===== src/rtl/synth_div_pkg.sv =====
package synth_div_pkg;

    typedef enum logic [2:0] {
        TSEL_SHIFT    = 3'd0,
        TSEL_HIGH     = 3'd1,
        TSEL_REF      = 3'd2,
        TSEL_FB       = 3'd3,
        TSEL_NDIV_SER = 3'd4,
        TSEL_LOW      = 3'd5,
        TSEL_FB_SER   = 3'd6,
        TSEL_OUT_Q4   = 3'd7
    } tsel_e;

    typedef enum logic {
        HALF_LOW  = 1'b0,
        HALF_HIGH = 1'b1
    } half_e;

    typedef enum logic {
        FB_RUN  = 1'b0,
        FB_FIRE = 1'b1
    } fb_e;

endpackage


===== src/rtl/edge_divider.sv =====
module edge_divider
    import synth_div_pkg::*;
#(
    parameter int CW          = 5,
    parameter int RESET_RATIO = 8
) (
    input  logic          clk,
    input  logic          rst_n,
    input  logic          edge_in,
    input  logic [CW-1:0] ratio,
    output logic          lvl,
    output logic          tog
);
    localparam logic [CW-1:0] ONE      = CW'(1);
    localparam logic [CW-1:0] RST_RAT  = CW'(RESET_RATIO);

    half_e         state_q, state_d;
    logic [CW-1:0] cnt_q, cnt_d;
    logic [CW-1:0] act_q, act_d;
    logic [CW-1:0] ratio_safe;
    logic          last;

    assign ratio_safe = (ratio == '0) ? ONE : ratio;
    assign last       = (cnt_q == act_q - ONE);

    always_comb begin
        state_d = state_q;
        cnt_d   = cnt_q;
        act_d   = act_q;
        if (edge_in) begin
            if (last) begin
                cnt_d = '0;
                act_d = ratio_safe;
                unique case (state_q)
                    HALF_LOW:  state_d = HALF_HIGH;
                    HALF_HIGH: state_d = HALF_LOW;
                endcase
            end else begin
                cnt_d = cnt_q + ONE;
            end
        end
    end

    always_ff @(posedge clk or negedge rst_n) begin
        if (!rst_n) begin
            state_q <= HALF_LOW;
            cnt_q   <= '0;
            act_q   <= RST_RAT;
        end else begin
            state_q <= state_d;
            cnt_q   <= cnt_d;
            act_q   <= act_d;
        end
    end

    always_comb begin
        lvl = (state_q == HALF_HIGH);
        tog = edge_in && last;
    end

    // R3 (also R1, R7): the level moves only after an input strobe
    assert_half_edge_R3: assert property (@(posedge clk) disable iff (!rst_n)
        !$stable(lvl) |-> $past(edge_in));

    // count never reaches the active ratio, even across a ratio change
    assert_cnt_bound_R4: assert property (@(posedge clk) disable iff (!rst_n)
        cnt_q < act_q);

endmodule


===== src/rtl/feedback_counter.sv =====
module feedback_counter
    import synth_div_pkg::*;
#(
    parameter int MW      = 9,
    parameter int RESET_M = 511
) (
    input  logic          clk,
    input  logic          rst_n,
    input  logic          edge_in,
    input  logic          ph_in,
    input  logic [MW-1:0] m_val,
    output logic          pulse
);
    localparam logic [MW-1:0] ONE     = MW'(1);
    localparam logic [MW-1:0] RST_CNT = MW'(RESET_M - 1);

    fb_e           state_q, state_d;
    logic [MW-1:0] cnt_q, cnt_d;
    logic          rise;

    assign rise = edge_in && !ph_in;

    always_comb begin
        state_d = state_q;
        cnt_d   = cnt_q;
        unique case (state_q)
            FB_RUN: begin
                if (rise) begin
                    if (cnt_q <= ONE) state_d = FB_FIRE;
                    else              cnt_d   = cnt_q - ONE;
                end
            end
            FB_FIRE: begin
                if (rise && (m_val > ONE)) begin
                    state_d = FB_RUN;
                    cnt_d   = m_val - ONE;
                end
            end
        endcase
    end

    always_ff @(posedge clk or negedge rst_n) begin
        if (!rst_n) begin
            state_q <= FB_RUN;
            cnt_q   <= RST_CNT;
        end else begin
            state_q <= state_d;
            cnt_q   <= cnt_d;
        end
    end

    always_comb begin
        pulse = (state_q == FB_FIRE);
    end

    // the pulse edges follow rising source edges only
    assert_fb_edge_R2: assert property (@(posedge clk) disable iff (!rst_n)
        !$stable(pulse) |-> $past(rise));

    // while counting, the remaining count is never zero
    assert_fb_cnt_R2: assert property (@(posedge clk) disable iff (!rst_n)
        (state_q == FB_RUN) |-> (cnt_q != '0));

endmodule


===== src/rtl/synth_divchain.sv =====
module synth_divchain
    import synth_div_pkg::*;
#(
    parameter int MW          = 9,
    parameter int CW          = 5,
    parameter int REF_RATIO   = 16,
    parameter int Q4_RATIO    = 4,
    parameter int RESET_M     = 511,
    parameter int RESET_NCODE = 3
) (
    input  logic          clk,
    input  logic          rst_n,
    input  logic          xtal_edge,
    input  logic          vco_edge,
    input  logic          sclk_edge,
    input  logic [MW-1:0] m_cfg,
    input  logic [1:0]    n_cfg,
    input  logic [2:0]    t_code,
    input  logic          cfg_sdo,
    output logic          ref_out,
    output logic          fb_out,
    output logic          fout,
    output logic          test_out
);
    localparam int NSRC = 2;
    localparam int SRC_VCO = 0;
    localparam int SRC_SER = 1;
    localparam int RESET_N_RATIO = 1 << RESET_NCODE;

    tsel_e            tsel;
    logic [NSRC-1:0]  src_edge;
    logic [NSRC-1:0]  src_ph;
    logic             m_from_ser, n_from_ser;
    logic             m_edge, m_ph, n_edge;
    logic [CW-1:0]    n_ratio;
    logic             n_tog, ref_tog, q4_tog, q4_lvl;

    assign tsel     = tsel_e'(t_code);
    assign src_edge = {sclk_edge, vco_edge};

    generate
        for (genvar gi = 0; gi < NSRC; gi++) begin : g_phase
            always_ff @(posedge clk or negedge rst_n) begin
                if (!rst_n)           src_ph[gi] <= 1'b0;
                else if (src_edge[gi]) src_ph[gi] <= ~src_ph[gi];
            end
        end
    endgenerate

    assign m_from_ser = (tsel == TSEL_FB_SER);
    assign n_from_ser = (tsel == TSEL_NDIV_SER);
    assign m_edge     = m_from_ser ? src_edge[SRC_SER] : src_edge[SRC_VCO];
    assign m_ph       = m_from_ser ? src_ph[SRC_SER]   : src_ph[SRC_VCO];
    assign n_edge     = n_from_ser ? src_edge[SRC_SER] : src_edge[SRC_VCO];
    assign n_ratio    = CW'(1) << n_cfg;

    edge_divider #(.CW(CW), .RESET_RATIO(REF_RATIO)) u_ref_div (
        .clk     (clk),
        .rst_n   (rst_n),
        .edge_in (xtal_edge),
        .ratio   (CW'(REF_RATIO)),
        .lvl     (ref_out),
        .tog     (ref_tog)
    );

    feedback_counter #(.MW(MW), .RESET_M(RESET_M)) u_fb_cnt (
        .clk     (clk),
        .rst_n   (rst_n),
        .edge_in (m_edge),
        .ph_in   (m_ph),
        .m_val   (m_cfg),
        .pulse   (fb_out)
    );

    edge_divider #(.CW(CW), .RESET_RATIO(RESET_N_RATIO)) u_out_div (
        .clk     (clk),
        .rst_n   (rst_n),
        .edge_in (n_edge),
        .ratio   (n_ratio),
        .lvl     (fout),
        .tog     (n_tog)
    );

    edge_divider #(.CW(CW), .RESET_RATIO(Q4_RATIO)) u_q4_div (
        .clk     (clk),
        .rst_n   (rst_n),
        .edge_in (n_tog),
        .ratio   (CW'(Q4_RATIO)),
        .lvl     (q4_lvl),
        .tog     (q4_tog)
    );

    always_comb begin
        unique case (tsel)
            TSEL_SHIFT:    test_out = cfg_sdo;
            TSEL_HIGH:     test_out = 1'b1;
            TSEL_REF:      test_out = ref_out;
            TSEL_FB:       test_out = fb_out;
            TSEL_NDIV_SER: test_out = fout;
            TSEL_LOW:      test_out = 1'b0;
            TSEL_FB_SER:   test_out = fb_out;
            TSEL_OUT_Q4:   test_out = q4_lvl;
        endcase
    end

    // reference level moves only after a crystal strobe
    assert_ref_src_R1: assert property (@(posedge clk) disable iff (!rst_n)
        !$stable(ref_out) |-> $past(xtal_edge));

    // feedback counter is deaf to the serial clock outside code 6
    assert_fb_iso_R6: assert property (@(posedge clk) disable iff (!rst_n)
        (!m_from_ser && !vco_edge) |=> $stable(fb_out));

    // output divider is deaf to the serial clock outside code 4
    assert_out_iso_R6: assert property (@(posedge clk) disable iff (!rst_n)
        (!n_from_ser && !vco_edge) |=> $stable(fout));

    // divide-by-4 monitor moves only on an output flip
    assert_q4_src_R7: assert property (@(posedge clk) disable iff (!rst_n)
        q4_tog |-> n_tog);

endmodule


===== config.mk =====
export PLATFORM = sky130hd
export DESIGN_NAME = synth_divchain
export DESIGN_NICKNAME = d
export VERILOG_FILES = /design/src/rtl/synth_div_pkg.sv /design/src/rtl/edge_divider.sv /design/src/rtl/feedback_counter.sv /design/src/rtl/synth_divchain.sv
export SDC_FILE = /design/constraint.sdc
export NUM_CORES = 1
export LEC_CHECK = 0
export CORE_MARGIN = 1.5
export CORE_UTILIZATION = 40
export DETAILED_ROUTE_END_ITERATION = 8
export GPL_TIMING_DRIVEN = 0
export PLACE_DENSITY = 0.6
export SYNTH_ARGS = -nofsm -noshare
export SYNTH_HDL_FRONTEND = slang
export SYNTH_HIERARCHICAL = 1
export SYNTH_SLANG_ARGS = --single-unit

===== constraint.sdc =====
create_clock -name clk -period 6.7 [get_ports clk]
set_input_delay 1.675 -clock clk [delete_from_list [all_inputs] [get_ports clk]]
set_output_delay 1.675 -clock clk [all_outputs]
set_load 0.05 [all_outputs]

* Word-level counts from Yosys, hierarchy flattened
Cells that the tools add are included.
** Word-level totals
- Register bits after elaboration :: 35
- Latch bits :: 0
- RAM bits :: 0
- Memory bits (read-only) :: 0
- Input bits :: 20
- Output and inout port bits :: 4
- Logic and storage cells :: 69
- Memories kept :: 0
** Operators by class
- Add/sub/neg operators :: 6
- Multipliers :: 0
- Divide/modulo/power cells :: 0
- $lt $le $gt $ge :: 2
- Equal/unequal tests :: 13
- Shift operators :: 1
- Mux-type cells :: 19
- Bitwise logic cells :: 6
- Reductions and logical operators :: 11
** Operators with widths (number)
- $mux 9 :: 3
- $mux 5 :: 4
- $pmux 9 s2 :: 1
- $sub 9x1->9 const B :: 2
- $add 5x1->5 const B :: 3
- $eq 3x3->1 const B :: 4
- $gt 9x1->1 const B :: 1
- $le 9x1->1 const B :: 1
- $pmux 1 s2 :: 4
- $pmux 1 s7 :: 1
- $eq 3x2->1 const B :: 2
- $mux 1 :: 6
- $not 1->1 :: 6
- $reduce_and 2->1 :: 3
- $eq 5x2->1 const B :: 1
- $eq 5x4->1 const B :: 1
- $eq 5x5->1 :: 1
- $logic_not 5->1 :: 1
- $shl 1x2->5 const A :: 1
- $sub 5x1->5 const B :: 1
- $ne 2x2->1 const B :: 2
- $eq 3x1->1 const B :: 1
- $logic_and 1x1->1 :: 3
- $logic_not 3->1 :: 1
- 4 further kinds :: 4

* Longest topological paths before layout
Gate-level depths: netlist of the first run.
- Word-level depth :: 7
- Mapped depth :: 10
- Depth with buffers taken out :: 9

* Modules after synthesis
The synthesis of the first run kept the hierarchy.
** Modules (own cells, without submodules)
- edge_divider (u_out_div ...) :: times used 2, cells each 67, area each 688.2 um^2, sequential area each 276.5 um^2
- feedback_counter :: times used 1, cells each 103, area each 907.1 um^2, sequential area each 260.2 um^2
- edge_divider (u_ref_div) :: times used 1, cells each 67, area each 673.1 um^2, sequential area each 276.5 um^2
- synth_divchain :: times used 1, cells each 24, area each 217.7 um^2, sequential area each 50.0 um^2

* Least setup slack after synthesis of the first run
OpenSTA, ideal clock, no wires.
- Path type :: input to output
- From :: input port t_code[0]
- To :: output port test_out
- Data arrival time :: 2.936 ns
- Required time :: 5.025 ns
- Slack :: 2.089 ns
- Stages on the path :: 3
- Path buffers :: 0
- Path through :: and3b_4 o21ai_2 a32oi_1
** Between the ends
- Cells in the longest elaborated chain, start to end :: 3
- Elaborated cells on any way between the ends :: 10
- Those cells by class :: eq/ne (7); mux (1); reduce/logical (2)
** RTL lines
- start, declared :: line synth_divchain.sv:18 : input logic [2:0] t_code,
- $eq 3x3->1 / $eq 3x2->1 (equally long branches) :: line synth_divchain.sv:94 : unique case (tsel)
- $reduce_or 2->1 (no line)
- $pmux 1 s7 * :: line synth_divchain.sv:94
- end, declared :: line synth_divchain.sv:23 : output logic test_out
Every way passes the cells marked *; elsewhere a longest branch is shown, timed or not.

* Worst setup path in the final report of the first run
Ends and elaborated chain as after synthesis.

==> key figures, run 1 <==
Run status
  • Status: completed

Final layout
  • Finished Cell Area: 3730 sq um
  • Final net count: 413
  • Share of post-route cells with drive strength above 1: 0.148
  • # diodes: 0
  • Area Overhead vs Synth: 17.4%
  • Final core occ: 0.485
  • Fillers: 751

Place
  • GP Congestion: 0.830
  • IO Port Bufs: 23
  • DP Area: 3640 sq um
  • Detailed Place HPWL: 4.94 mm

STA
  • Setup TNS: 0 ns
  • Fin. max-slew vios: 0
  • Hold Fails Final Rpt: 0
  • Min Tclk post-route: 5.25 ns
  • Worst Tran Pin Value: 0.815 ns
  • Ratio of final minimum period to clock period: 0.784
  • Slew headroom: 0.452
  • Count of final setup violators: 0
  • Fin Hold WS: 0.471 ns
  • Final Skew: approximately 0.010 ns
  • RSZ-0062 raised after global routing: false
  • FMAX: 0.190 GHz

Drt
  • Starting DRT DRC Count: 93
  • Total number of vias: between 2,000 and 3,000
  • Max layer used: met4
  • Drt total wl: 6.51 mm
  • M1 WL: 3.05 mm
  • Metal3 WL: 193 um
  • Residual DRC count: 0
  • Drt pass-1 iters: 4
  • Per-cell routed wire length: 13.4 um
  • Met2 WL: 3.14 mm
  • ANT nets after route: 0
  • Vias per cell: approximately 5.2

Synth
  • Post-synthesis sequential area ratio: 0.359
  • Netlist Area Pre-Place: ~3200 sq um
  • Xor/xnor share of the synthesized area: 0.0709
  • Top FF cell, synth: dfrtp_1
  • Count of state elements after synthesis: 45
  • Post-synth cell types: 65
  • Async set or reset register ratio after synthesis: 1.00
  • Post-Synth Adder-Cell Area: 0.0394
  • Post-synthesis simple-gate area fraction: 0.263
  • Post-synthesis mux area share: 0.0780
  • Ys Warns: 6
  • Post-Synthesis Cells: about 330
  • Largest family of logic cells by synthesized area: simple AND/OR/NAND/NOR gates
  • EDFF count, synth: 0
  • Syn Area/Cell: approximately 9.7 sq um
  • Compound-Gate Fraction of Synth Area: 0.153

Die
  • Number of placement rows: 32
  • Initial Utilization: 0.413
  • Die Ht: ~90 um
  • Die Width: 92.1 um
  • Io pins: 24
  • Core Region: 7690 sq um
  • Die area: 8480 sq um

CTS
  • Clock transition at the registers of the reported paths: approximately 0.08 ns
  • Worst skew pair latency: 0.31 ns
  • CTS sink cnt: 45
  • CTS max path bufs: 2
  • Hold-fix buffers, CTS: 0
  • Post-CTS sizing: 0
  • Postcts setup bufs: 0
  • H-tree levels: 2
  • CTS Buf Count: 5
  • Root Driver: clkbuf_8
  • CTS tree: done

Power
  • Overall Power: between 0.001 and 0.0015 W
  • Leakage: 1.58 nW
  • Power per cell area: around 340 nW/um^2
  • Worst VDD drop: 177 uV

Worst hold path
  • Class of the worst hold path: flop to flop

Flow run
  • Max cap viols: 0

Global route
  • Remaining Overflow, GRT: 0
  • GRT Total Usage: 0.170
  • Antenna violations before repair: 0
  • Vias in the first global route: 2,450
  • Largest net degree at the start of global routing: 26
  • First-pass GRT wire length: 11.5 mm

Worst setup path
  • Critical Path Fanout Max: 5
  • Reg-to-reg setup timing slack: approximately 4.3 ns
  • Crit start category: primary input
  • CP Class: primary input to primary output
  • CP Capture Type: primary output
  • Critical Path AT: 3.58 ns
  • Worst Path Required: 5.03 ns
==> logic make-up (layout without fill, tap and decap cells) <==
kind of cell,count (synthesis),count (layout)
AO/OA/AOI/OAI,66,66
multiplexers,19,19
buffers and inverters,27,59
adder cells (fa/ha/maj),10,10
flip-flops,45,45
XOR/XNOR,24,24
other,2,26
AND/OR/NAND/NOR,135,135
==> state kept, by name (all words and copies together), names as in the netlist <==
signal,count
u_ref_div/lvl,1
u_q4_div/act_q,5
u_q4_div/lvl,1
u_fb_cnt/pulse,1
src_ph,2
u_ref_div/cnt_q,5
u_fb_cnt/cnt_q,9
u_out_div/cnt_q,5
u_out_div/lvl,1
u_ref_div/act_q,5
u_q4_div/cnt_q,5
u_out_div/act_q,5
==> layout by cell type (no fill, tap or decap), types with 3 or more instances in the layout <==
master            n
a21o_1            6
nor4_1            4
inv_1            19
o21ai_0          12
dfstp_2          11
clkbuf_1          8
or3_1             3
ha_1             10
nor2b_1           3
clkbuf_8          6
xor2_1           12
a31oi_1           4
nand2b_1          7
nor2_8            3
and3_2            3
clkdlybuf4s50_1  22
and2_1            3
conb_1           26
xnor2_1          10
nand3_1          16
and3_1            8
nand2_1          16
mux2_4           11
nand4_2           4
nor2_1           26
dfrtp_1          34
nand4_1           6
a21oi_1          10
a2bb2oi_1         3
o211ai_1          8
mux2i_1           6
nor3_1           18
==> metrics by stage <==
step                      cells  setup slack [ns]
final                       486              1.45
after global routing        486              1.38
after CTS                   486              1.44
after detailed placement    478              1.44
after global placement      477              1.45
after floorplan             352              2.09
==> metal layers <==
| metal | vias to the layer above | track usage |
|---|---|---|
| met5 | - | 0 |
| met4 | 0 | 0.0744 |
| met3 | 10 | 0.0323 |
| met2 | 38 | 0.277 |
| met1 | 1216 | 0.220 |
| li1 | 1282 | - |
==> final timing paths <==
| kind | cells after the start | end | startpoint |
|---|---|---|---|
| max | 5 | test_out | t_code[0] |
| min | 1 | src_ph[1] | src_ph[1] |
| max reg2reg | 9 | u_q4_div/act_q[3] | u_out_div/act_q[0] |
| min reg2reg | 1 | src_ph[1] | src_ph[1] |
| max in group asynchronous | 2 | u_q4_div/act_q[2] | rst_n |
| min in group asynchronous | 1 | u_out_div/cnt_q[2] | rst_n |
==> cell usage after synthesis, drive strengths merged (10+ instances only) <==
master	instances	area, sq um
nor3	18	90.1
dfrtp	34	851
nand2	16	60.1
ha	10	125
nand3	16	80.1
xor2	14	138
nand4	10	87.6
nor2	29	158
xnor2	10	87.6
a21oi	13	91.3
mux2	13	188
o21ai	14	73.8
dfstp	11	289
and3	12	83.8
inv	19	71.3
==> final cells by class <==
class	instances	area (sq um)	area share
Sequential cell	45	1140	0.306
Buffer	7	33.8	0.00906
Inverter	20	75.1	0.0201
Clock buffer	8	90.1	0.0242
Multi-Input combinational cell	280	2020	0.541
Tap cell	102	128	0.0342
Timing Repair Buffer	24	245	0.0658
==> power breakdown <==
part           internal, W  total [W]  switching (W)
logic             0.000278   0.000601       0.000323
registers         0.000387   0.000504       0.000117
clock network    0.0000844   0.000181      0.0000962
total             0.000749    0.00128       0.000536
==> worst max-delay path, cell delays in order <==
cell and delay [ns]:
clkdlybuf4s50_1 0.46, and3b_4 0.36, o21ai_2 0.07, a32oi_1 0.18, clkdlybuf4s50_1 0.82
No activity file was read; power rests on OpenSTA's default activity.
==> inputs of run 2 (changes only) <==
--- a/config.mk
+++ b/config.mk
@@ -9,7 +9,7 @@
 export CORE_UTILIZATION = 40
 export DETAILED_ROUTE_END_ITERATION = 8
 export GPL_TIMING_DRIVEN = 0
-export PLACE_DENSITY = 0.6
+export PLACE_DENSITY = 0.62
 export SYNTH_ARGS = -nofsm -noshare
 export SYNTH_HDL_FRONTEND = slang
 export SYNTH_HIERARCHICAL = 1
==> constraint.sdc (replaced) <==
create_clock -name clk -period 4.6 [get_ports clk]
set_input_delay 1.15 -clock clk [delete_from_list [all_inputs] [get_ports clk]]
set_output_delay 1.15 -clock clk [all_outputs]
set_load 0.05 [all_outputs]
==> run 2 against run 1 <==
  * Register-to-register slack got worse by 2.1 ns
  * First-iteration DRC count fell by 5.4%
  * Setup slack worse by 1.0 ns
  * Critical path depth did not move
  * Non-clock buffer count unchanged
  * Clock power is 37% higher
  * Global-route usage is 0.84 points lower
  * Worst hold slack lost 0.0090 ns
  * Largest power group unchanged
  * Highest routed layer unchanged
  * Sequential power grew 46%
  * Count of clock-buffer cells in the layout down 1
==> key figures, run 2 (synthesis results as in run 1) <==
Die
  • Die Ht: 92.1 um (unchanged)
  • Die area: 8480 sq um (unchanged)
  • Die Width: 92.1 um (unchanged)
  • Io pins: 24 (unchanged)
  • Number of placement rows: 32 (unchanged)
  • Core Region: 7690 sq um (unchanged)
  • Initial Utilization: 0.413 (unchanged)

Final layout
  • Most frequent cells in the layout: 34 x dfrtp_1, 26 x nor2_1, 26 x conb_1 (unchanged)
  • Final net count: 413 (unchanged)
  • Area Overhead vs Synth: 17.3% (was 17.4%)
  • # diodes: 0 (unchanged)
  • Largest register FFs: 9 (unchanged)
  • Most common cell after layout, fill and taps aside: dfrtp_1 (unchanged)
  • Share of post-route cells with drive strength above 1: 0.149 (was 0.148)
  • Largest register by flop count: u_fb_cnt/cnt_q (unchanged)
  • Layout Cells excl Fill: 485 (was 486)

STA
  • Setup TNS: 0 ns (unchanged)
  • Final Skew: 0.00884 ns (was 0.0105 ns)
  • RSZ-0062 raised after global routing: false (unchanged)
  • Hold Fails Final Rpt: 0 (unchanged)
  • Min Tclk post-route: 4.19 ns
  • Slew headroom: 0.423 (was 0.452)
  • Worst Tran Pin Value: 0.858 ns (was 0.815 ns)
  • Fin. max-slew vios: 0 (unchanged)
  • Ratio of final minimum period to clock period: 0.911
  • Count of final setup violators: 0 (unchanged)
  • FMAX: 0.239 GHz
  • Fin Hold WS: 0.462 ns (was 0.471 ns)

Place
  • Dpl cells: 478 (unchanged)
  • Detailed Place HPWL: 4.78 mm (was 4.94 mm)
  • IO Port Bufs: 23 (unchanged)
  • GP Congestion: 0.837 (was 0.830)

Power
  • Sw Pwr: 0.000764 W (was 0.000536 W)
  • Sequential Power Share: 0.397 (was 0.392)
  • Worst VDD drop: 298 uV (was 177 uV)
  • Leakage: 1.58 nW (about the same)
  • Overall Power: 0.00185 W (was 0.00128 W)
  • Power per cell area: 497 nW/um^2 (was 345 nW/um^2)
  • Sw Ratio: 0.413 (was 0.417)
  • Internal: 0.00109 W (was 0.000749 W)
  • Comb pwr share: 0.469 (was 0.467)
  • Clk pwr share: 0.134 (was 0.141)

Drt
  • Vias per cell: 5.21 (was 5.24)
  • Total number of vias: 2,528 (was 2,546)
  • Per-cell routed wire length: 13.0 um (was 13.4 um)
  • Residual DRC count: 0 (unchanged)
  • Drt pass-1 iters: 4 (unchanged)
  • Starting DRT DRC Count: 88 (was 93)
  • Drt total wl: 6.29 mm (was 6.51 mm)
  • ANT nets after route: 0 (unchanged)

CTS
  • Post-CTS sizing: 0 (unchanged)
  • Clock transition at the registers of the reported paths: 0.08 ns (about the same)
  • H-tree levels: 2 (unchanged)
  • Postcts setup bufs: 0 (unchanged)
  • CTS Buf Count: 5 (unchanged)
  • Worst skew pair latency: 0.29 ns (was 0.31 ns)
  • CTS max path bufs: 2 (unchanged)
  • Root Driver: clkbuf_8 (unchanged)
  • CTS sink cnt: 45 (unchanged)
  • Hold-fix buffers, CTS: 0 (unchanged)
  • CTS tree: done (unchanged)

Worst setup path
  • Worst R2R Start: u_out_div/act_q[0] (unchanged)
  • CP Capture Type: primary output (unchanged)
  • Crit. Startpoint: t_code[0] (unchanged)
  • Crit start category: primary input (unchanged)
  • Critical Path Fanout Max: 5 (unchanged)
  • Critical Path AT: 3.04 ns (was 3.58 ns)
  • CP Class: primary input to primary output (unchanged)
  • Worst Path Required: 3.45 ns (was 5.03 ns)

Flow run
  • Max cap viols: 0 (unchanged)

Global route
  • Antenna violations before repair: 0 (unchanged)
  • First-pass GRT wire length: 11.3 mm (was 11.5 mm)
  • GRT Total Usage: 0.162 (was 0.170)
  • Vias in the first global route: 2,470 (was 2,450)
  • Remaining Overflow, GRT: 0 (unchanged)
  • Largest net degree at the start of global routing: 27 (was 26)

Run status
  • Status: completed (unchanged)

Worst hold path
  • Class of the worst hold path: flop to flop (unchanged)
  • Worst Min Path Start: u_q4_div/lvl (was src_ph[1])
## run 2: cell count changes in the layout (fill, tap and decap cells not counted)
cell,previous run,this run
clkbuf_1,8,7
## run 2: through the flow
step / util / area (sq um) / setup WS, ns
final: 0.484 / 3720 / 0.410
after global routing: 0.484 / 3720 / 0.310
after CTS: 0.484 / 3720 / 0.400
after detailed placement: 0.473 / 3640 / 0.407
after global placement: 0.471 / 3620 / 0.402
after floorplan: - / 3260 / 1.04
## run 2: per-layer routing
| layer | global-route usage | wire length, um |
|---|---|---|
| met5 | 0 | 0 |
| met2 | 0.272 | 3090 |
| met1 | 0.214 | 2960 |
| met4 | 0.0397 | 65 |
| met3 | 0.0323 | 182 |
## run 2: area by class of cell
class | instances | area, sq um
Tap cell | 102 | 128
Sequential cell | 45 | 1140
Fill cell | 770 | 3960
Multi-Input combinational cell | 280 | 2020
Timing Repair Buffer | 24 | 245
Inverter | 20 | 75.1
Buffer | 7 | 33.8
Clock buffer | 7 | 86.3
## run 2: path summary, 6_finish.rpt
path / to / slack [ns] / depth (start not counted)
min reg2reg: u_q4_div/lvl / 0.46 / 1
max in group asynchronous: u_q4_div/act_q[2] / 3.18 / 2
max reg2reg: u_q4_div/act_q[3] / 2.19 / 9
max: test_out / 0.41 / 5
min: u_q4_div/lvl / 0.46 / 1
min in group asynchronous: u_out_div/cnt_q[4] / 0.82 / 1
## run 2: worst max-delay path, cell delays in order
cell	delay [ns]
clkdlybuf4s50_1	0.47
and3b_4	0.36
o21ai_2	0.07
a32oi_1	0.16
clkdlybuf4s50_1	0.82
## run 2: power by group through the flow
| stage | sequential, W | combinational (W) | clock [W] |
|---|---|---|---|
| after floorplan | 0.000739 | 0.000663 | 0 |
| after global placement | 0.000738 | 0.000853 | 0 |
| after detailed placement | 0.000739 | 0.000871 | 0 |
| after CTS | 0.000734 | 0.000873 | 0.000262 |
| after global routing | 0.000759 | 0.000973 | 0.000277 |
| final | 0.000736 | 0.000868 | 0.000248 |
